`src/rtl/bt_pkg.sv`:
```
package bt_pkg;
  typedef enum logic {
    SRC_LIVE = 1'b0,
    SRC_HELD = 1'b1
  } src_sel_e;
endpackage

```
`src/rtl/bt_store_reg.sv`:
```
module bt_store_reg #(
  parameter int W = 8
) (
  input  logic         clk,
  input  logic         rst,
  input  logic         stb,
  input  logic [W-1:0] d,
  output logic [W-1:0] q
);
  logic stb_q;

  // strobe history is tracked in reset too, so a level held through reset is not a rise
  always_ff @(posedge clk) begin
    stb_q <= stb;
    if (rst)                q <= '0;
    else if (stb && !stb_q) q <= d;
  end


  load_on_rise_chk: assert property (@(posedge clk) disable iff (rst)
    $rose(stb) |=> (q == $past(d)));


  hold_no_rise_chk: assert property (@(posedge clk) disable iff (rst)
    !$rose(stb) |=> $stable(q));
endmodule

```
`src/rtl/bt_keeper.sv`:
```
module bt_keeper #(
  parameter int W       = 8,
  parameter bit KEEP_EN = 1'b1
) (
  input  logic         clk,
  input  logic         rst,
  input  logic         ext_drv,
  input  logic [W-1:0] ext_val,
  input  logic [W-1:0] bus_val,
  input  logic         hold,
  output logic [W-1:0] seen
);
  generate
    if (KEEP_EN) begin : g_keep
      logic [W-1:0] kq;
      always_ff @(posedge clk) begin
        if (rst)        kq <= '0;
        else if (!hold) kq <= bus_val;
      end
      assign seen = ext_drv ? ext_val : kq;
    end else begin : g_pass
      assign seen = ext_val;
    end
  endgenerate
endmodule

```
`src/rtl/bt_dir_path.sv`:
```
module bt_dir_path
  import bt_pkg::*;
#(
  parameter int W = 8
) (
  input  logic         rst,
  input  logic         en,
  input  src_sel_e     sel,
  input  logic [W-1:0] live,
  input  logic [W-1:0] held,
  output logic [W-1:0] drv,
  output logic         oe
);
  always_comb begin
    drv = (sel == SRC_HELD) ? held : live;
    oe  = en && !rst;
  end
endmodule

```
`src/rtl/regbus_xcvr.sv`:
```
module regbus_xcvr
  import bt_pkg::*;
#(
  parameter int W       = 8,
  parameter bit KEEP_EN = 1'b1
) (
  input  logic         clk,
  input  logic         rst,
  input  logic [W-1:0] a_in,
  input  logic         a_in_drv,
  output logic [W-1:0] a_out,
  output logic         a_oe,
  input  logic [W-1:0] b_in,
  input  logic         b_in_drv,
  output logic [W-1:0] b_out,
  output logic         b_oe,
  input  logic         stb_a2b,
  input  logic         stb_b2a,
  input  logic         sel_a2b,
  input  logic         sel_b2a,
  input  logic         en_a2b,
  input  logic         en_b2a_n
);
  src_sel_e     sel_ab, sel_ba;
  logic [W-1:0] a_seen, b_seen, a_bus, b_bus, ab_q, ba_q;
  logic         a_hold, b_hold;

  assign sel_ab = src_sel_e'(sel_a2b);
  assign sel_ba = src_sel_e'(sel_b2a);

  // resolved bus: external wins, then own drive, then keeper
  assign a_bus = (!a_in_drv && a_oe) ? a_out : a_seen;
  assign b_bus = (!b_in_drv && b_oe) ? b_out : b_seen;

  // keeper must not learn a value that only loops back from the other keeper
  assign a_hold = a_oe && (sel_ba == SRC_LIVE) && !a_in_drv && !b_in_drv;
  assign b_hold = b_oe && (sel_ab == SRC_LIVE) && !b_in_drv && !a_in_drv;

  bt_keeper #(.W(W), .KEEP_EN(KEEP_EN)) keep_a_i (
    .clk(clk), .rst(rst), .ext_drv(a_in_drv), .ext_val(a_in),
    .bus_val(a_bus), .hold(a_hold), .seen(a_seen));

  bt_keeper #(.W(W), .KEEP_EN(KEEP_EN)) keep_b_i (
    .clk(clk), .rst(rst), .ext_drv(b_in_drv), .ext_val(b_in),
    .bus_val(b_bus), .hold(b_hold), .seen(b_seen));

  bt_store_reg #(.W(W)) reg_ab_i (
    .clk(clk), .rst(rst), .stb(stb_a2b), .d(a_bus), .q(ab_q));

  bt_store_reg #(.W(W)) reg_ba_i (
    .clk(clk), .rst(rst), .stb(stb_b2a), .d(b_bus), .q(ba_q));

  bt_dir_path #(.W(W)) path_ab_i (
    .rst(rst), .en(en_a2b), .sel(sel_ab), .live(a_seen), .held(ab_q),
    .drv(b_out), .oe(b_oe));

  bt_dir_path #(.W(W)) path_ba_i (
    .rst(rst), .en(!en_b2a_n), .sel(sel_ba), .live(b_seen), .held(ba_q),
    .drv(a_out), .oe(a_oe));


  b_live_chk: assert property (@(posedge clk) disable iff (rst)
    (en_a2b && !sel_a2b && a_in_drv) |-> (b_oe && b_out == a_in));


  a_live_chk: assert property (@(posedge clk) disable iff (rst)
    (!en_b2a_n && !sel_b2a && b_in_drv) |-> (a_oe && a_out == b_in));


  swap_chk: assert property (@(posedge clk) disable iff (rst)
    (en_a2b && !en_b2a_n && sel_a2b && sel_b2a) |-> (b_out == ab_q && a_out == ba_q));


  isolate_chk: assert property (@(posedge clk) disable iff (rst)
    (!en_a2b && en_b2a_n) |-> (!a_oe && !b_oe));


  loop_hold_chk: assert property (@(posedge clk) disable iff (rst)
    (en_a2b && !en_b2a_n && !sel_a2b && !sel_b2a && !a_in_drv && !b_in_drv &&
     $past(en_a2b && !en_b2a_n && !sel_a2b && !sel_b2a && !a_in_drv && !b_in_drv))
    |-> ($stable(a_out) && $stable(b_out)));
endmodule

```
`config.mk`:
```
export PLATFORM = sky130hd
export DESIGN_NAME = regbus_xcvr
export DESIGN_NICKNAME = d
export VERILOG_FILES = /design/src/rtl/bt_pkg.sv /design/src/rtl/bt_store_reg.sv /design/src/rtl/bt_keeper.sv /design/src/rtl/bt_dir_path.sv /design/src/rtl/regbus_xcvr.sv
export SDC_FILE = /design/constraint.sdc
export NUM_CORES = 1
export LEC_CHECK = 0
export ABC_AREA = 1
export BUFFER_PORTS_ARGS = -buffer_cell sky130_fd_sc_hd__buf_4
export CAP_MARGIN = 5
export CORE_ASPECT_RATIO = 0.75
export CORE_MARGIN = 2
export CORE_UTILIZATION = 50
export CTS_CLUSTER_SIZE = 40
export DETAILED_ROUTE_END_ITERATION = 12
export HOLD_SLACK_MARGIN = 0.06
export PLACE_DENSITY = 0.77
export SLEW_MARGIN = 10
export SYNTH_ARGS = -nofsm -noshare
export SYNTH_HDL_FRONTEND = slang
export SYNTH_SLANG_ARGS = --single-unit
```
`constraint.sdc`:
```
create_clock -name clk -period 1.67 [get_ports clk]
set_clock_uncertainty 0.15 [all_clocks]
set_input_delay 0.334 -clock clk [delete_from_list [all_inputs] [get_ports clk]]
set_output_delay 0.334 -clock clk [all_outputs]
set_load 0.02 [all_outputs]
```
==> results by stage, run 1 <==
Die:
- The floorplan die width is 80.3 um.
- For this configuration, the core starts out at a cell density of 0.529.
- In this run the vertical extent of the chip is 61.2 um.
- After floorplanning, the core was sized to cover 4130 um^2.
- The die area is 4920 um^2.
- Row generation in the floorplan step produced 20 rows.
- The I/O pin total is 44.

Layout:
- The register area is 681 um^2.
- The fraction of final layout cells sized beyond drive strength 1 is 0.178.
- The total area of multi-input combinational cells is 1180 um^2.
- Fill cells in the final layout number 407.
- The number of non-filler instances in the completed layout is 470.
- In the final design database the tool counted 440 nets.
- The area added between synthesis and finish is 24.1%.
- The antenna diode count is 0.

Routing:
- After detailed routing, the total wire length is 5.73 mm.
- In the routed design, unresolved DRC markers number 0.
- In this run, the number of DRC markers left after iteration 0 of detailed routing was 167.
- The ratio of routed vias to standard cells is 4.90.
- Once detail routing completed, the nets flagged for antenna violations numbered 0.
- The first TritonRoute pass finished after 5 iterations.
- The routed wirelength normalized by instance count is 12.2 um.
- For this block, the via count after detailed routing is 2305.

STA:
- The final number of max-transition violations is 0.
- The final hold violation count came to 0.
- For the pin with the worst max-slew slack, the measured transition is 0.316 ns.
- The clock period minus worst slack is 1.62 ns.
- Setup repair after global routing left no endpoint under its margin.
- In the finished design, the share of the clock period the worst path needs comes to 0.971.
- The worst pin sits at a relative slew slack of 0.789.
- Derived from the worst setup path, the maximum achievable clock frequency is 616 MHz.
- Setup violations remaining at the end of the flow were counted as 0.

Synthesis:
- Counting instances in the post-synthesis netlist gives the leading cell types as nand2_1 (122), inv_1 (64), nand3_1 (64).
- After synthesis, the share of cell area in mux cells is 0.
- The net count of the mapped netlist is 388.
- The share of synthesized registers carrying an async set or reset is 0.
- The cell area that synthesis handed to floorplanning was 2180 um^2.
- In this run the mean area of a mapped cell was 6.03 um^2.
- After synthesis, the largest family of logic cells by area is simple AND/OR/NAND/NOR gates.
- The share of synthesized cell area in and, or, nand and nor gates is 0.503.
- The post-synthesis cell type with the largest combined area is dfxtp_1.
- The count of flip-flops with a built-in enable after synthesis is 0.
- The gate count after technology mapping is 362.
- The flip-flop cell with the highest count after synthesis is dfxtp_1.
- Of the total synthesized cell area, the portion taken by full adders, half adders and majority gates is 0.
- The count of synthesis-stage warnings from yosys is 0.
- By area the synthesized netlist is led by dfxtp_1 (31%), nand2_1 (21%), nand3_1 (15%), inv_1 (11%), and2_1 (4.6%).
- Of the total synthesized cell area, the portion taken by XOR and XNOR cells is 0.
- The share of the synthesized area in compound gates (AO/OA/AOI/OAI) was 0.0367.
- In this run, synthesis produced a sequential element count of 34.
- The netlist uses 20 different library cells.
- The share of synthesized area in the top cell type comes to 0.312.
- The most numerous cell in the Yosys netlist is nand2_1.
- The share of the Yosys chip area taken by registers is 0.312.

Place:
- The HPWL after detailed placement is 4.30 mm.
- The cell total after placement is 460.
- Input and output buffers added on the ports amount to 43.
- The congestion estimate from routability-driven global placement came to 0.900.

Worst hold path:
- The terminating pin of the worst hold path is keep_b_i.g_keep.kq[2].
- The worst hold path was traced through 6 stages.
- The path class of the tightest hold or removal check is input port to register.
- The hold path startpoint is rst.

GRT:
- The initial antenna violation count is 0.
- The first global-routing pass estimated 9.27 mm of wire.
- The number of global-route vias before repair was 2042.
- For this run, the total global-route usage over all layers was measured as 0.253.
- After global routing the overflow that remains totals 0.
- Entering global routing, the biggest net connects 25 pins.

Critical path:
- The flop-to-flop setup slack is 0.58 ns.
- The largest fanout on the critical path is 9.
- For the worst setup path, the data required time is 1.19 ns.
- Data arrives at the worst endpoint at 1.14 ns.
- The endpoint of the worst-slack reg-to-reg timing path is reg_ba_i.q[1].
- The startpoint of the lowest-slack register-to-register path is reg_ba_i.stb_q.
- The cell depth of the worst flop-to-flop path is 5.
- The startpoint kind of the worst setup timing path is an input port.
- The worst setup path is captured at an output port.
- The category of the most critical setup path is input port to output port.

Outcome:
- The run finished with clean final reports.

Pwr:
- Power comes to 2.10 mW.
- For this design the static power due to leakage is 1.61 nW.
- Dividing total power by cell area gives a power density of 776 nW/um^2.
- The maximum ir drop on the vdd rail is 444 uV.

Clock network:
- Clock tree synthesis inserted a total of 5 buffers.
- The maximum buffer depth of the clock tree is 2.
- Clock tree synthesis selected as its root buffer the cell clkbuf_8.
- After clock tree synthesis, the clock-pin slew on the worst setup and hold paths is 0.07 ns.
- The TritonCTS clock tree is built.
- CTS saw 34 sinks.
- The total number of H-tree levels is 2.
- The clock latency of the later-clocked register in the worst-skew pair is 0.30 ns.

Flow run:
- Across the run, the number of max-cap violations was 0.
## logic make-up after synthesis
kind of cell           Yosys count
AOI/OAI and AO/OA               16
buffers and inverters           77
DFF                             34
and+or+nand+nor                235
## per-layer routing
| layer | part of all wire | wire, um | GRT usage |
|---|---|---|---|
| met1 | 0.45 | 2600 | 0.342 |
| met2 | 0.44 | 2520 | 0.400 |
| met4 | 0.013 | 74 | 0.116 |
| met5 | 0 | 0 | 0 |
| met3 | 0.092 | 528 | 0.0484 |
## metrics by stage
stage	utilization	setup WS [ns]	setup TNS, ns	cell area, um^2	hold slack, ns
final	0.657	0.0478	0	2710	0.286
after global routing	0.657	0.00825	0	2710	0.314
after CTS	0.652	0.0298	0	2690	0.286
after detailed placement	0.625	-0.00708	-0.00708	2580	0.299
after global placement	0.625	0.0289	0	2580	0.298
after floorplan	-	0.222	0	2180	0.212
## worst max-delay path, stage by stage
cell and delay (ns):
buf_4 0.16, inv_2 0.18, nand3_1 0.13, and2_1 0.18, buf_4 0.16
## layout by cell type, fill, tap and decap left out, drive strengths merged
master and instances:
and2 16, inv 67, a21oi 16, dfxtp 34, clkinv 1, clkinvlp 1, nand3 64, nand2 124
nand4 1, buf 52, nand3b 8, dlygate4sd3 2, nor2 22, clkbuf 7
## worst max path at each step
stage                     startpoint               endpoint  slack (ns)
2_1_floorplan                    rst  keep_a_i.g_keep.kq[5]        0.22
3_3_place_gp                b_in_drv               a_out[6]        0.03
3_5_place_dp                b_in_drv               a_out[3]      -0.007
4_1_cts                     a_in_drv               b_out[6]        0.03
5_1_grt        keep_b_i.g_keep.kq[1]               a_out[1]       0.008
6_report                     sel_b2a               a_out[3]        0.05
## flip-flops by register name, summed over array words and instances, names as in the netlist
signal              cells
keep_a_i.g_keep.kq      8
keep_b_i.g_keep.kq      8
reg_ab_i.q              8
reg_ab_i.stb_q          1
reg_ba_i.q              8
reg_ba_i.stb_q          1
## what timing repair did
action                                  4_1_cts  5_1_grt
setup buffers                                 0        0
pin swaps                                     0        0
endpoints found under the setup margin        1       10
resized for setup                             1        5
hold endpoints to repair                      2        0
hold buffers                                  2        0
## final cells by class
cell class,instances,share of cell area
Timing Repair Buffer,54,0.154
Sequential cell,34,0.251
Clock buffer,7,0.0318
Clock inverter,1,0.00185
Tap cell,55,0.0254
Inverter,68,0.0992
Multi-Input combinational cell,251,0.437
## report_power, final
part / internal (mW) / switching [mW] / total (mW)
Combinational: 0.230 / 0.326 / 0.556
Sequential: 0.868 / 0.0203 / 0.888
Clock: 0.333 / 0.328 / 0.661
Total: 1.43 / 0.675 / 2.10
No activity file was read; power rests on OpenSTA's default activity.
==> run 2, diff against run 1 <==
--- a/config.mk
+++ b/config.mk
@@ -10,5 +10,5 @@
 export CAP_MARGIN = 5
 export CORE_ASPECT_RATIO = 0.75
-export CORE_MARGIN = 2
+export CORE_MARGIN = 10
 export CORE_UTILIZATION = 50
 export CTS_CLUSTER_SIZE = 40
==> constraint.sdc (replaced) <==
create_clock -name clk -period 1.67 [get_ports clk]
set_clock_uncertainty 0.15 [all_clocks]
set_input_delay 0.2505 -clock clk [delete_from_list [all_inputs] [get_ports clk]]
set_output_delay 0.2505 -clock clk [all_outputs]
set_load 0.02 [all_outputs]
==> run 2 against run 1 <==
Against the previous run:
- final cell count fell by 0.64%
- fmax up 5.5%
- critical path depth grew 1
- cell area down 1.5%
- core utilization is 0.97 points lower
- register-to-register slack is essentially flat
- sequential share of layout area is 0.38 points higher
- sequential power hardly changed
- global-route usage fell by 7.5 points
- clock power fell by 2%
- wire length up 7.4%
- sequential cell count stayed put
- highest routed layer unchanged
==> results by stage, run 2 (synthesis results as in run 1) <==
Outcome:
- Result of the run: finished clean (unchanged).

GRT:
- The pin count of the biggest net entering global routing is 25 (unchanged).
- The global-route wire length before repair was 10.7 mm (was 9.27 mm).
- The initial antenna violation count is 0 (unchanged).
- The global route total overflow is 0 (unchanged).
- The global-route usage over all layers is 0.178 (was 0.253).
- The number of global-route vias before repair is 2339 (was 2042).

Layout:
- The antenna diode count is 0 (unchanged).
- Top library cells by usage in the layout, fill and taps aside: nand2_1 (122), nand3_1 (64), inv_1 (64) (was nand2_1 (122), nand3_1 (63), inv_1 (63)).
- The fraction of final layout cells sized beyond drive strength 1 was 0.170 (was 0.178).
- The most common cell after layout, fill and taps aside is nand2_1 (unchanged).
- The area added between synthesis and finish came to 22.3% (was 24.1%).
- The number of nets at the end of the flow is 437 (was 440).

Critical path:
- The cell depth of the worst flop-to-flop path was 6 (was 5).
- The category of the most critical setup path is input port to output port (unchanged).
- The flop-to-flop setup slack came to 0.57 ns (was 0.58 ns).
- The required time reported for the critical path endpoint is 1.27 ns (was 1.19 ns).
- The data arrival time of the critical path is 1.14 ns (about the same).
- The startpoint kind of the worst setup timing path is an input port (unchanged).
- The startpoint of the lowest-slack register-to-register path is keep_a_i.g_keep.kq[6] (was reg_ba_i.stb_q).
- The largest fanout on the critical path was 11 (was 9).
- The type of destination of the critical path is an output port (unchanged).
- The endpoint of the worst-slack reg-to-reg timing path is reg_ba_i.q[6] (was reg_ba_i.q[1]).

Worst hold path:
- The path type of the worst min-delay path is input port to register (unchanged).
- The hold path startpoint was rst (unchanged).
- The cell depth of the worst min-delay path is 6 (unchanged).
- The terminating pin of the worst hold path is keep_b_i.g_keep.kq[0] (was keep_b_i.g_keep.kq[2]).

Place:
- The total half-perimeter wirelength after legalization and detailed placement is 4.73 mm (was 4.30 mm).
- The routability-driven placement congestion ratio came to 0.911 (was 0.900).
- The number of input and output port buffers inserted is 43 (unchanged).

STA:
- The worst-case headroom to the max-slew limit is 0.712 (was 0.789).
- The clock period minus worst slack is 1.54 ns (was 1.62 ns).
- The setup violation total in the final timing report is 0 (unchanged).
- The final number of max-transition violations is 0 (unchanged).
- The share of the cycle needed by the critical path after routing is 0.921 (was 0.971).
- Setup repair after global routing missed its margin: false (unchanged).
- The pin slew with the least headroom to its limit came to 0.432 ns (was 0.316 ns).
- The peak clock frequency supported by timing is 650 MHz (was 616 MHz).
- The final hold violation count came to 0 (unchanged).
- The setup TNS came to 0 ns (unchanged).

Clock network:
- The number of clock sinks seen by CTS is 34 (unchanged).
- The number of CTS-inserted buffers is 5 (unchanged).
- The number of cells upsized or downsized after cts was 0 (was 1).
- The maximum buffer depth of the clock tree came to 2 (unchanged).
- The cell at the root of the clock tree is clkbuf_8 (unchanged).
- The TritonCTS clock tree is built (unchanged).
- The clock latency of the later-clocked register in the worst-skew pair is 0.30 ns (about the same).
- The total number of H-tree levels is 2 (unchanged).
- The clock slew seen by the registers of the worst setup and hold paths came to 0.08 ns (was 0.07 ns).

Routing:
- The ratio of routed vias to standard cells came to 4.95 (was 4.90).
- The number of design rule violations left after detail routing is 0 (unchanged).
- The first-pass detailed-route iteration total is 4 (was 5).
- The number of vias after detailed routing came to 2312 (was 2305).
- The final antenna-violating net count was 0 (unchanged).
- The overall routed net length is 6.15 mm (was 5.73 mm).
- The routed wirelength normalized by instance count is 13.2 um (was 12.2 um).
- The violation count after the first detailed-routing iteration is 123 (was 167).

Die:
- The I/O pin total was 44 (unchanged).
- The die area is 7440 um^2 (was 4920 um^2).
- The total core area is 4130 um^2 (unchanged).
- The number of core rows was 20 (unchanged).
- The effective utilization at floorplan is 0.529 (unchanged).
- The vertical extent of the die is 77.2 um (was 61.2 um).
- The floorplan die width is 96.3 um (was 80.3 um).

Pwr:
- The power density normalized to cell area is 782 nW/um^2 (was 776 nW/um^2).
- The static leakage power is 1.59 nW (was 1.61 nW).
- The post-layout total power is 2.09 mW (was 2.10 mW).
- The maximum ir drop on the vdd rail is 438 uV (was 444 uV).

Flow run:
- The max-capacitance violation count is 0 (unchanged).
[run 2: changes by cell type in the layout (fill, tap and decap cells not counted), sizes merged]
| cell | previous run | this run |
|---|---|---|
| buf | 52 | 49 |
| clkbuf | 7 | 6 |
| inv | 67 | 68 |
[run 2: layout make-up]
type	count	area, um^2
multi-input combinational	251	1180
sequential	34	681
inverter	68	260
clock buffer	6	82.6
fill	422	1460
tap	55	68.8
clock inverter	2	12.5
timing repair buffer	51	388
[run 2: worst max path at each step]
stage                           from                     to  cells after the start
6_report                    a_in_drv               b_out[5]                      6
2_1_floorplan                    rst  keep_a_i.g_keep.kq[5]                      8
3_3_place_gp                a_in_drv               b_out[5]                      6
4_1_cts        keep_b_i.g_keep.kq[2]               a_out[2]                      4
3_5_place_dp                a_in_drv               b_out[5]                      6
5_1_grt                     a_in_drv               b_out[5]                      6
[run 2: layer usage]
| metal | GRT usage | share of wire | up-vias |
|---|---|---|---|
| met5 | 0 | 0 | - |
| met3 | 0.0477 | 0.095 | 10 |
| li1 | - | - | 1207 |
| met1 | 0.232 | 0.44 | 1010 |
| met4 | 0.0638 | 0.015 | 0 |
| met2 | 0.272 | 0.45 | 85 |
[run 2: what timing repair did]
item,in CTS,in global routing
hold buffers,2,0
buffers inserted,0,0
endpoints found under the hold margin,2,0
[run 2: stage by stage]
step / util / hold WS [ns] / instances / setup slack (ns) / cell area, um^2
floorplan: - / 0.128 / 362 / 0.306 / 2180
global placement: 0.619 / 0.215 / 457 / 0.154 / 2560
detailed placement: 0.619 / 0.216 / 457 / 0.142 / 2560
CTS: 0.647 / 0.212 / 467 / 0.139 / 2670
global route: 0.647 / 0.234 / 467 / 0.0547 / 2670
finish: 0.647 / 0.211 / 467 / 0.132 / 2670
[run 2: worst max-delay path: stages]
cell	delay, ns
buf_4	0.17
inv_2	0.19
nand2_1	0.10
nand3_1	0.10
and2_1	0.17
buf_4	0.15
[run 2: power by group]
part	switching (mW)	leakage, nW	internal (mW)
Clock	0.320	0.0472	0.331
Sequential	0.0216	0.281	0.868
Combinational	0.325	1.27	0.222
Total	0.666	1.59	1.42
